<file path="config.mk">
export PLATFORM = sky130hd
export DESIGN_NAME = csi_pwm_gen
export DESIGN_NICKNAME = d
export VERILOG_FILES = /design/src/rtl/csi_pwm_pkg.sv /design/src/rtl/csi_pwm_carrier.sv /design/src/rtl/csi_pwm_compare.sv /design/src/rtl/csi_pwm_mapper.sv /design/src/rtl/csi_pwm_gen.sv
export SDC_FILE = /design/constraint.sdc
export NUM_CORES = 1
export LEC_CHECK = 0
export BUFFER_PORTS_ARGS = -buffer_cell sky130_fd_sc_hd__buf_2
export CORE_ASPECT_RATIO = 0.8
export CORE_UTILIZATION = 67
export DETAILED_ROUTE_END_ITERATION = 10
export HOLD_SLACK_MARGIN = 0.05
export PLACE_DENSITY = 0.84
export SYNTH_ARGS = -nofsm -noshare
export SYNTH_HDL_FRONTEND = slang
export SYNTH_SLANG_ARGS = --single-unit
</file>
<file path="constraint.sdc">
create_clock -name clk -period 12.3 [get_ports clk]
set_input_delay 2.46 -clock clk [delete_from_list [all_inputs] [get_ports clk]]
set_output_delay 2.46 -clock clk [all_outputs]
set_load 0.005 [all_outputs]
</file>
<file path="src/rtl/csi_pwm_pkg.sv">
// Shared constants and types for the current-source bridge modulator.
// Assumes a full bridge: two legs, each with one upper and one lower device.
package csi_pwm_pkg;
    localparam int NUM_LEGS = 2;
    localparam int NUM_GATES = 2 * NUM_LEGS;

    // Gate pair of one bridge leg.
    typedef struct packed {
        logic lo;
        logic hi;
    } leg_gate_t;
endpackage

</file>
<file path="src/rtl/csi_pwm_carrier.sv">
// Triangular carrier: counts 0 -> P -> 0 with one step per clock.
// The period word is clamped to at least 2 and taken only at the valley,
// so a carrier in progress is never distorted.
module csi_pwm_carrier #(
    parameter int CNT_W = 16
) (
    input  logic             clk,
    input  logic             rst_n,
    input  logic [CNT_W-1:0] period_in,
    output logic [CNT_W-1:0] cnt_o,
    output logic [CNT_W-1:0] per_o,
    output logic             valley_o
);
    localparam logic [CNT_W-1:0] MIN_PER = CNT_W'(2);
    localparam logic [CNT_W-1:0] ONE     = CNT_W'(1);

    logic             up_q;
    logic [CNT_W-1:0] cnt_q;
    logic [CNT_W-1:0] per_q;
    logic [CNT_W-1:0] per_legal;
    logic [CNT_W-1:0] per_eff;

    // Valley detect and period selection for the current step.
    assign valley_o  = (cnt_q == '0);
    assign per_legal = (period_in < MIN_PER) ? MIN_PER : period_in;
    assign per_eff   = valley_o ? per_legal : per_q;

    // Period capture at the valley only.
    always_ff @(posedge clk) begin
        if (!rst_n) begin
            per_q <= '0;
        end else if (valley_o) begin
            per_q <= per_legal;
        end
    end

    // Up/down count with turn-around at the top and at the valley.
    always_ff @(posedge clk) begin
        if (!rst_n) begin
            cnt_q <= '0;
            up_q  <= 1'b1;
        end else if (up_q) begin
            cnt_q <= cnt_q + ONE;
            if ((cnt_q + ONE) >= per_eff) begin
                up_q <= 1'b0;
            end
        end else begin
            cnt_q <= cnt_q - ONE;
            if (cnt_q == ONE) begin
                up_q <= 1'b1;
            end
        end
    end

    assign cnt_o = cnt_q;
    assign per_o = per_q;
endmodule

</file>
<file path="src/rtl/csi_pwm_compare.sv">
// Reference capture and carrier comparison.
// Captures the signed reference at the valley. It forms one level per leg,
// the left leg from +r and the right leg from -r, each scaled to the
// captured period, and compares it against the carrier. It also produces the
// magnitude comparison used by the legacy scheme, and the reference sign.
// Assumes the period input is the value captured at the same valley.
module csi_pwm_compare
    import csi_pwm_pkg::*;
#(
    parameter int REF_W = 12,
    parameter int CNT_W = 16
) (
    input  logic                    clk,
    input  logic                    rst_n,
    input  logic                    valley,
    input  logic signed [REF_W-1:0] ref_in,
    input  logic [CNT_W-1:0]        per,
    input  logic [CNT_W-1:0]        cnt,
    output logic [NUM_LEGS-1:0]     hi_on,
    output logic                    pos_o,
    output logic                    mag_pwm_o
);
    localparam int OFF_W  = REF_W + 1;
    localparam int EXT_W  = REF_W + 2;
    localparam int PROD_W = OFF_W + CNT_W;
    localparam int LVL_W  = CNT_W + 1;
    localparam logic signed [EXT_W-1:0] HALF = EXT_W'(2 ** (REF_W - 1));

    logic signed [REF_W-1:0] ref_q;
    logic signed [EXT_W-1:0] ref_x;
    logic [LVL_W-1:0]        cnt_x;

    // Reference capture at the valley only.
    always_ff @(posedge clk) begin
        if (!rst_n) begin
            ref_q <= '0;
        end else if (valley) begin
            ref_q <= ref_in;
        end
    end

    assign ref_x = {{2{ref_q[REF_W-1]}}, ref_q};
    assign cnt_x = {1'b0, cnt};
    assign pos_o = ~ref_q[REF_W-1];

    // One offset level and comparator per leg; the right leg uses -r.
    for (genvar leg = 0; leg < NUM_LEGS; leg++) begin : g_leg
        logic signed [EXT_W-1:0] off_s;
        logic [OFF_W-1:0]        off_u;
        logic [PROD_W-1:0]       prod;
        logic [LVL_W-1:0]        level;
        logic                    unused_off;
        logic [REF_W-1:0]        unused_lo;

        if (leg == 0) begin : g_plus
            assign off_s = HALF + ref_x;
        end else begin : g_minus
            assign off_s = HALF - ref_x;
        end

        assign off_u      = off_s[OFF_W-1:0];
        assign unused_off = off_s[EXT_W-1];
        assign prod       = PROD_W'(off_u) * PROD_W'(per);
        assign level      = prod[PROD_W-1:REF_W];
        assign unused_lo  = prod[REF_W-1:0];
        assign hi_on[leg] = (level > cnt_x);
    end

    // Magnitude comparison for the legacy scheme.
    logic signed [EXT_W-1:0] mag_s;
    logic [REF_W-1:0]        mag_u;
    logic [PROD_W-1:0]       prod_m;
    logic [LVL_W-1:0]        level_m;
    logic [1:0]              unused_mag_top;
    logic                    unused_pm_top;
    logic [REF_W-2:0]        unused_pm_lo;

    assign mag_s          = ref_x[EXT_W-1] ? -ref_x : ref_x;
    assign mag_u          = mag_s[REF_W-1:0];
    assign unused_mag_top = mag_s[EXT_W-1:REF_W];
    assign prod_m         = PROD_W'(mag_u) * PROD_W'(per);
    assign level_m        = prod_m[REF_W-1 +: LVL_W];
    assign unused_pm_top  = prod_m[PROD_W-1];
    assign unused_pm_lo   = prod_m[REF_W-2:0];
    assign mag_pwm_o      = (level_m > cnt_x);
endmodule

</file>
<file path="src/rtl/csi_pwm_mapper.sv">
// Current-source gate mapping and output register.
// Builds complementary voltage-source gates per leg. It finds the cycles
// where both uppers or both lowers are open, and closes the leg chosen by the
// reference sign for those cycles. It also builds the legacy pattern, selects
// by mode and registers the result. Outputs stay off until one valley has
// passed after reset.
module csi_pwm_mapper
    import csi_pwm_pkg::*;
(
    input  logic                 clk,
    input  logic                 rst_n,
    input  logic                 valley,
    input  logic                 legacy_mode,
    input  logic [NUM_LEGS-1:0]  hi_on,
    input  logic                 pos,
    input  logic                 mag_pwm,
    output logic [NUM_GATES-1:0] gate_o
);
    leg_gate_t             vsi    [NUM_LEGS];
    leg_gate_t             fresh  [NUM_LEGS];
    leg_gate_t             legacy [NUM_LEGS];
    logic [NUM_LEGS-1:0]   steer;
    logic [NUM_GATES-1:0]  gate_nxt;
    logic                  open_hi;
    logic                  open_lo;
    logic                  shoot;
    logic                  armed_q;

    // Open-circuit detection on the voltage-source pattern.
    always_comb begin
        open_hi = 1'b1;
        open_lo = 1'b1;
        for (int leg = 0; leg < NUM_LEGS; leg++) begin
            open_hi = open_hi & ~vsi[leg].hi;
            open_lo = open_lo & ~vsi[leg].lo;
        end
        shoot = open_hi | open_lo;
    end

    assign steer[0] = shoot & pos;
    assign steer[1] = shoot & ~pos;

    for (genvar leg = 0; leg < NUM_LEGS; leg++) begin : g_map
        logic home;

        // Complementary voltage-source gates of this leg.
        assign vsi[leg].hi = hi_on[leg];
        assign vsi[leg].lo = ~hi_on[leg];

        // Normal scheme: close the whole leg on a steered shoot-through.
        assign fresh[leg].hi = vsi[leg].hi | steer[leg];
        assign fresh[leg].lo = vsi[leg].lo | steer[leg];

        // Legacy scheme: the home leg holds its upper and idles on ~pwm.
        if (leg == 0) begin : g_home_l
            assign home = pos;
        end else begin : g_home_r
            assign home = ~pos;
        end
        assign legacy[leg].hi = home;
        assign legacy[leg].lo = home ? ~mag_pwm : mag_pwm;

        assign gate_nxt[2*leg]   = legacy_mode ? legacy[leg].hi : fresh[leg].hi;
        assign gate_nxt[2*leg+1] = legacy_mode ? legacy[leg].lo : fresh[leg].lo;
    end

    // Enable flag: set by the first valley after reset.
    always_ff @(posedge clk) begin
        if (!rst_n) begin
            armed_q <= 1'b0;
        end else if (valley) begin
            armed_q <= 1'b1;
        end
    end

    // Output register, held off until enabled.
    always_ff @(posedge clk) begin
        if (!rst_n) begin
            gate_o <= '0;
        end else if (armed_q) begin
            gate_o <= gate_nxt;
        end else begin
            gate_o <= '0;
        end
    end
endmodule

</file>
<file path="src/rtl/csi_pwm_gen.sv">
// Top of the single-phase current-source bridge modulator.
// Connects carrier, comparison and gate mapping. Assumes a reference in
// two's complement and a period word of at least 2 (smaller values are
// clamped). Gate bit order: S1, S2, S3, S4 from bit 0 upward.
module csi_pwm_gen
    import csi_pwm_pkg::*;
#(
    parameter int REF_W = 12,
    parameter int CNT_W = 16
) (
    input  logic                    clk,
    input  logic                    rst_n,
    input  logic                    legacy_mode,
    input  logic signed [REF_W-1:0] ref_sample,
    input  logic [CNT_W-1:0]        period,
    output logic [NUM_GATES-1:0]    gate
);
    logic [CNT_W-1:0]    carrier_cnt;
    logic [CNT_W-1:0]    carrier_per;
    logic                carrier_valley;
    logic [NUM_LEGS-1:0] leg_hi_on;
    logic                ref_pos;
    logic                mag_pwm;

    csi_pwm_carrier #(
        .CNT_W(CNT_W)
    ) u_carrier (
        .clk      (clk),
        .rst_n    (rst_n),
        .period_in(period),
        .cnt_o    (carrier_cnt),
        .per_o    (carrier_per),
        .valley_o (carrier_valley)
    );

    csi_pwm_compare #(
        .REF_W(REF_W),
        .CNT_W(CNT_W)
    ) u_compare (
        .clk      (clk),
        .rst_n    (rst_n),
        .valley   (carrier_valley),
        .ref_in   (ref_sample),
        .per      (carrier_per),
        .cnt      (carrier_cnt),
        .hi_on    (leg_hi_on),
        .pos_o    (ref_pos),
        .mag_pwm_o(mag_pwm)
    );

    csi_pwm_mapper u_mapper (
        .clk        (clk),
        .rst_n      (rst_n),
        .valley     (carrier_valley),
        .legacy_mode(legacy_mode),
        .hi_on      (leg_hi_on),
        .pos        (ref_pos),
        .mag_pwm    (mag_pwm),
        .gate_o     (gate)
    );
endmodule

</file>
======== Word level (Yosys, flattened, before mapping) ========
Index checks and enable logic that the tools add are counted.
operators by class
  add/sub/neg operators ................... 5
  multipliers ............................. 3
  divide/modulo/power cells ............... 0
  $lt $le $gt $ge ......................... 5
  equal/unequal tests ..................... 1
  shift-type cells ........................ 0
  multiplexer cells ....................... 13
  bitwise gates (word level) .............. 13
  reduce and logical (&&, ||, !) cells .... 2
operator list
  cell                                                         count
  multiplier 13 x 16 -> 29 bit                                 2
  > comparator 17 x 16 -> 1 bit                                3
  two-way mux 16 bit                                           3
  multiplier 12 x 16 -> 28 bit                                 1
  adder 16 x 1 -> 16 bit, second input constant                1
  equality test 16 x 1 -> 1 bit, second input constant         1
  >= comparator 16 bit                                         1
  zero test 16 bit                                             1
  less-than comparator 16 x 2 -> 1 bit, second input constant  1
  subtractor 16 x 1 -> 16 bit, second input constant           1
  adder 13 x 12 -> 13 bit, first input constant                1
  subtractor 13 x 12 -> 13 bit, first input constant           1
  two-way mux 12 bit                                           1
  negation 12 bit                                              1
  two-way mux 1 bit                                            9
  OR 1 bit                                                     5
  AND 1 bit                                                    4
  inverter 1 bit                                               4
  AND reduction 2 bit                                          1
word-level totals
  flip-flop bits (word level) ............. 50
  bits in latches ......................... 0
  bits in writable memories ............... 0
  memory bits (read-only) ................. 0
  bits of input ports ..................... 31
  output and inout bits ................... 4
  word-level logic and storage cells ...... 48
  memories kept ........................... 0

======== Longest topological paths before layout ========
Gate-level depths: netlist of the first run.
  depth in word-level cells ............... 9
  gate-level depth with buffers ........... 38
  mapped depth without buffers ............ 36

======== Modules after synthesis ========
Synthesis of the first run repeated with hierarchy kept, for this count alone.
second synthesis, totals
  cell total of the unflattened synthesis .. 2667
  area total of the unflattened synthesis .. 22631.7 um2
modules (own cells, without submodules)
  module           times used  cells an instance  area an instance (um2)  sequential area each (um2)
  csi_pwm_compare  1           2348               20040.5                 240.2
  csi_pwm_carrier  1           296                2388.5                  660.6
  csi_pwm_mapper   1           23                 202.7                   100.1

======== Least setup slack after synthesis of the first run ========
Ideal clock, no wire load.
  path kind ............................... register to register
  start point ............................. reg u_compare.ref_q[1]
  end point ............................... reg u_mapper.gate_o[3]
  library setup time ...................... 134 ps
  arrival time ............................ 8508 ps
  data required time ...................... 12166 ps
  setup slack ............................. 3658 ps
  stages on the path, launching flop included .. 39
  path buffers ............................ 3
  period minus slack after synthesis ...... 8642 ps
  cells stage by stage .................... dfxtp_1 -> buf_2 -> clkbuf_1 -> inv_1 -> ha_1 -> nand2_1 -> or3_1 -> or3_1 -> nor3_1 -> nand2b_1 -> xnor2_1 -> buf_2 -> nand2_1 -> fa_1 -> fa_1 -> inv_1 -> fa_1 -> inv_1 -> [3 not listed] -> ha_1 -> a21oi_1 -> a2bb2oi_1 -> inv_1 -> a211o_1 -> a31oi_1 -> o21ai_0 -> a21oi_1 -> xnor2_1 -> ha_1 -> nand2_1 -> a2bb2oi_1 -> a21oi_1 -> or4bb_1 -> a21boi_0 -> mux2i_1 -> mux2i_1 -> o311ai_2
on the way
  longest elaborated chain between the ends .. 9
  elaborated cells between the ends (all ways) .. 20
  classes of those cells .................. add/sub (3); mul (3); order compare (3); mux (3); bitwise (8)
RTL lines
  what                                                                     RTL line                                      source
  start: declaration                                                       csi_pwm_compare.sv:29                         logic signed [REF_W-1:0] ref_q;
  start signal: assignment                                                 csi_pwm_compare.sv:38                         ref_q <= ref_in;
  adder 13 x 12 -> 13 bit or subtractor 13 x 12 -> 13 bit (tied branches)  csi_pwm_compare.sv:56, csi_pwm_compare.sv:58
  multiplier 13 x 16 -> 29 bit                                             csi_pwm_compare.sv:63                         assign prod = PROD_W'(off_u) * PROD_W'(per);
  > comparator 17 x 16 -> 1 bit                                            csi_pwm_compare.sv:66                         assign hi_on[leg] = (level > cnt_x);
  inverter 1 bit, on equally long branches                                 csi_pwm_mapper.sv:34, csi_pwm_mapper.sv:48
  AND 1 bit                                                                csi_pwm_mapper.sv:34                          open_hi = open_hi & ~vsi[leg].hi;
  OR 1 bit                                                                 csi_pwm_mapper.sv:37                          shoot = open_hi | open_lo;
  AND 1 bit                                                                csi_pwm_mapper.sv:41                          assign steer[1] = shoot & ~pos;
  OR 1 bit                                                                 csi_pwm_mapper.sv:52                          assign fresh[leg].lo = vsi[leg].lo | steer[leg];
  two-way mux 1 bit *                                                      csi_pwm_mapper.sv:64                          assign gate_nxt[2*leg+1] = legacy_mode ? legacy[leg].lo : fresh[leg].lo;
  end signal: assignment                                                   csi_pwm_mapper.sv:81                          gate_o <= gate_nxt;
  end: declaration                                                         csi_pwm_mapper.sv:17                          output logic [NUM_GATES-1:0] gate_o
Mark *: on every way between the ends. The rest lies on a longest branch, timed or not.
A chain may end at the register's enable or synchronous reset.

======== Final worst setup path of the first run ========
  start point ............................. reg u_compare.ref_q[0]
  end point ............................... reg u_mapper.gate_o[3]
The elaborated chain is that of the path after synthesis.

==> metrics.txt, run 1 <==
Clk Latency, worst-skew pair=310 ps; crit path capture=u_mapper.gate_o[3]; Die H=165 µm; Starting Density=68.3%; max_cap viols=0; status=finished, final reports clean; vias=18200; final cell utilization of the core=70.5%; R2R Path End=u_mapper.gate_o[3]; top cells by area, synth=fa_1 39%, ha_1 16%, inv_1 9.6%; DRC=0; Hold Vio Cnt, Final=0; Cell variety after synth=74; critical path class=register to register; CTS sink count=50; pwr/cell area=236 nW/µm²; Post-synth EDFFs=0; number of setup violations in the final report=0; # rows=59; Clock Skews=13.5 ps; dominant cell type by area after synthesis=fa_1; CTS tree=built; H-Tree Depth=2; Synth Cell Area=22300 µm²; total global routing track utilization=38.1%; Cells after Synth=2638; sequential cell area=1000 µm²; Max Freq=98.0 MHz; most used cell, CP=fa_1; maximum buffer depth of the clock tree=2; setup repair after global routing missed its margin=no; post-synth net total=3383; Avg Inst Size Synth=8.44 µm²; period utilization=83.0%; Crit. Startpoint=u_compare.ref_q[0]; most common flop cell mapped by yosys=dfxtp_1; Min-Delay Path Class=register to register; IO Pins=35; Reg2Reg Depth=33; antenna violations before repair=1; clock slew at reported path FFs=80 ps; DR WL/cell=20.4 µm; crit-path max cell delay=1060 ps; largest net degree at the start of global routing=37; Tmin final=10210 ps; kind of end point of the critical path=register; initial DRC count=1752; Req. time, crit path=12470 ps; P_leak=12.3 nW; crit path max fanout=18; Arr. time, crit path=10380 ps; worst-margin pin slew=1340 ps; post-DP HPWL=47.4 mm; antenna cells=0; yosys warns=0; post-synthesis register bit count=50; setup_tns=0 ps; GRT overflow=0; cts bufs inserted=5; routability cong.=0.923; core area=32600 µm²; Crit-path slowest cell=xor2_1; TritonRoute pass-1 iters=8; most frequent cells in the layout=567 x inv_1, 437 x nand2_1, 432 x fa_1, 282 x ha_1, 179 x and2_1; Detailed Route WL=61.5 mm; vias per cell=6.03; Die Area=34000 µm²; Resized cells post-CTS=0; WHS Path Cells=2; max-slew violations=0; Area growth syn-to-layout=3.24%; Power, Total=0.00544 W; Worst VDD drop=0.262 mV; slew margin rel.=10.4%; R2R Setup Slk=2090 ps; layout cells sized above 1=4.24%; commonest non-fill, non-tap cell in the layout=inv_1; global-route wire length before repair=98.9 mm; Routed Antenna Nets=0; # hold bufs at CTS=0; vias in the first global route=19300; CTS root buf=clkbuf_16; sequential share of the synthesized area=4.49%; nets@finish=3338; CP Launch Type=register; buffers added on ports=34; R2R Path Start=u_compare.ref_q[0]; Filler Cells Inserted=2498; Post-synth ARST share=0%; Die Wd=206 µm; worst hold slack=462 ps; post-CTS setup buffers=0; multi-input logic area=18700 µm²; share of the synthesized area in the top cell type=38.8%
==> sequential cells by signal, summed over array words and instances, names as in the netlist <==
name	flops
u_mapper.gate_o	4
u_compare.ref_q	12
u_carrier.per_o	16
u_mapper.armed_q	1
u_carrier.cnt_o	16
u_carrier.up_q	1
==> critical path: cells and delay by family (launching register included) <==
family	cells	cell delay (ps)
buf+inv	4	280
flops	1	520
compound gates	8	2180
xor+xnor	1	1060
fa+ha+maj	8	3430
simple gates	11	2350
mux	1	230
==> metal layers <==
layer / vias to the layer above / global-route usage, % / part of all wire (%)
met5: - / 0 / 0.021
met3: 219 / 8.54 / 12
met4: 2 / 15.7 / 4.3
met2: 1082 / 62.8 / 47
met1: 8989 / 49.0 / 37
li1: 7918 / - / -
==> cell usage after synthesis (7+ instances only) <==
cell type,count
a21oi_1,72
dfxtp_1,50
xor2_1,24
nand2_1,437
o21ai_0,30
nor3_1,17
nand4_1,14
o21a_1,10
ha_1,282
nor2_1,91
clkbuf_1,112
a211oi_1,9
nor2b_1,25
inv_1,567
a21o_1,20
nand3_1,22
mux2i_1,16
and2_1,179
or3_1,12
and3_1,17
a31oi_1,7
nand2b_1,10
xnor2_1,65
fa_1,432
nor4_1,12
a211o_1,7
==> per-stage QoR <==
step           area [µm²]  std cells  worst slack [ps]
4_1_cts             23000       3021              2370
5_1_grt             23000       3021              1540
6_report            23000       3021              2090
3_5_place_dp        22800       3013              2370
2_1_floorplan       22300       2638              3660
3_3_place_gp        22800       3013              2910
==> report_power, final <==
group          total [W]  leakage [nW]  switching (W)  internal (W)
combinational    0.00503          11.8        0.00316       0.00188
sequential      0.000235         0.410      0.0000468      0.000189
clock           0.000170        0.0844      0.0000723     0.0000974
total            0.00544          12.3        0.00327       0.00216
==> logic make-up (layout without fill, tap and decap cells) <==
logic type | count (synthesis) | after routing | synth area share (%)
xor gates and xnor gates | 89 | 89 | 3.50
AOI/OAI and AO/OA | 218 | 218 | 6.66
muxes | 17 | 17 | 0.769
adders and majority gates | 714 | 714 | 54.7
DFF | 50 | 50 | 4.49
and+or+nand+nor | 855 | 855 | 18.1
buffers and inverters | 695 | 651 | 11.8
==> layout make-up <==
class                   instances  share of cell area, %
multi-input cells            1893                   81.2
inverters                     569                   9.29
flip-flops and latches         50                   4.35
well taps                     427                   2.32
repair buffers                 74                   2.05
clock buffers                   5                  0.544
clock inverters                 3                  0.207
==> worst min-delay path by stage <==
| stage | slack, ps | endpoint | from |
|---|---|---|---|
| floorplan | 440 | u_mapper.armed_q | u_mapper.armed_q |
| global placement | 440 | u_compare.ref_q[11] | u_compare.ref_q[11] |
| detailed placement | 450 | u_compare.ref_q[11] | u_compare.ref_q[11] |
| CTS | 460 | u_compare.ref_q[11] | u_compare.ref_q[11] |
| global route | 500 | u_compare.ref_q[11] | u_compare.ref_q[11] |
| finish | 460 | u_compare.ref_q[11] | u_compare.ref_q[11] |
Power figures use the tool's default switching activity.
==> run 2: changes to the inputs <==
==> constraint.sdc (replaced) <==
create_clock -name clk -period 10.11 [get_ports clk]
set_input_delay 2.022 -clock clk [delete_from_list [all_inputs] [get_ports clk]]
set_output_delay 2.022 -clock clk [all_outputs]
set_load 0.005 [all_outputs]
==> run 2 against run 1 <==
- fmax up 5.6%
- register-to-register slack worse by 1600 ps
- worst setup slack worse by 1600 ps
- sequential power up 37%
- global-route usage down 0.19 points
- non-clock buffer count up 11
- core utilization up 0.15 points
- critical endpoint unchanged
- first-iteration DRC count down 20%
- highest routed layer is now met4
==> metrics.txt, run 2 (synthesis gave the netlist of run 1 again) <==
status=finished, final reports clean; TritonRoute pass-1 iters=5; layout cells sized above 1=4.45%; Starting Density=68.3%; Filler Cells Inserted=2541; Min-Delay Path Class=register to register; Clock Skews=13.3 ps; Die Area=34000 µm²; Crit-path slowest cell=fa_1; fin cells=3033; nets@finish=3349; CTS tree=built; initial DRC count=1406; period utilization=95.6%; antenna violations before repair=1; DR WL/cell=19.8 µm; max_cap viols=0; kind of end point of the critical path=register; max-slew violations=0; critical path class=register to register; Tmin final=9670 ps; Req. time, crit path=10290 ps; crit path max fanout=17; Detailed Route WL=60.0 mm; vias in the first global route=19200; total global routing track utilization=38.0%; worst-margin pin slew=1320 ps; Arr. time, crit path=9850 ps; Die H=165 µm; cts bufs inserted=5; Place WS=671 ps; pwr/cell area=279 nW/µm²; P_leak=12.4 nW; total placed cells including tap cells=3024; maximum buffer depth of the clock tree=2; DRC=0; H-Tree Depth=2; multi-input logic area=18600 µm²; CP Launch Type=register; CTS root buf=clkbuf_16; slew margin rel.=11.8%; setup_tns=0 ps; clock slew at reported path FFs=80 ps; Max Freq=103 MHz; Hold Vio Cnt, Final=0; vias=17900; IO Pins=35; vias per cell=5.92; # rows=59; most used cell, CP=fa_1; sequential cell area=1000 µm²; buffers added on ports=34; Routed Antenna Nets=0; final cell utilization of the core=70.6%; Die Wd=206 µm; routability cong.=1.02; Worst VDD drop=0.284 mV; Area growth syn-to-layout=3.45%; CTS sink count=50; global-route wire length before repair=98.6 mm; setup repair after global routing missed its margin=no; core area=32600 µm²; crit-path max cell delay=560 ps; largest net degree at the start of global routing=37; post-DP HPWL=48.0 mm; most frequent cells in the layout=567 x inv_1, 437 x nand2_1, 432 x fa_1, 282 x ha_1, 179 x and2_1; commonest non-fill, non-tap cell in the layout=inv_1; Final Worst Setup Slack=445 ps; Power, Total=0.00644 W; number of setup violations in the final report=0; Clk Latency, worst-skew pair=300 ps; GRT overflow=0
[run 2: cell types whose count changed in the layout (fill, tap and decap cells not counted)]
cell,delta
buf_4,+11
clkinv_4,-1
clkinvlp_4,+1
diode_2,+1
inv_6,-1
inv_8,+1
xnor2_1,+4
xnor2_2,-4
xor2_1,+1
xor2_2,-1
[run 2: path summary, 6_finish.rpt]
check	startpoint	end	slack (ps)	depth (start not counted)
min reg2reg	u_compare.ref_q[2]	u_compare.ref_q[2]	470	2
max reg2reg	u_compare.ref_q[0]	u_mapper.gate_o[3]	440	33
max	u_compare.ref_q[0]	u_mapper.gate_o[3]	440	33
min	u_compare.ref_q[2]	u_compare.ref_q[2]	470	2
[run 2: critical path, delay by kind of cell (launching register included)]
kind | cells | cell delay, ps
AO/OA/AOI/OAI | 11 | 2470
XOR/XNOR | 2 | 670
adder cells (fa/ha/maj) | 7 | 3180
buffers and inverters | 4 | 410
flip-flops | 1 | 320
multiplexers | 2 | 440
AND/OR/NAND/NOR | 7 | 2040
[run 2: what timing repair did]
action	4_1_cts	5_1_grt
hold buffers	0	0
resized for setup	0	1
setup buffers	0	0
setup endpoints to repair	0	1
[run 2: where the power goes]
group | leakage, nW | total, W | switching (W) | internal, W
Sequential | 0.410 | 0.000321 | 0.0000911 | 0.000229
Clock | 0.0820 | 0.000208 | 0.0000891 | 0.000119
Combinational | 11.9 | 0.00591 | 0.00362 | 0.00228
[run 2: layer usage]
metal	GRT usage [%]	vias up	part of all wire (%)
li1	-	7943	-
met4	15.4	0	4.6
met5	0	-	0
met1	51.2	8851	40
met2	60.7	973	45
met3	7.20	181	11
[run 2: cell type report]
class | count | share of cell area (%)
diodes | 1 | 0.0109
flip-flops and latches | 50 | 4.34
inverters | 569 | 9.27
clock inverters | 3 | 0.212
well taps | 427 | 2.32
multi-input cells | 1893 | 80.9
repair buffers | 85 | 2.40
clock buffers | 5 | 0.543
[run 2: metrics by stage]
stage,instance area (µm²),hold WS [ps]
floorplan,22300,440
global placement,22900,446
detailed placement,22900,452
CTS,23000,463
global route,23000,485
finish,23000,468
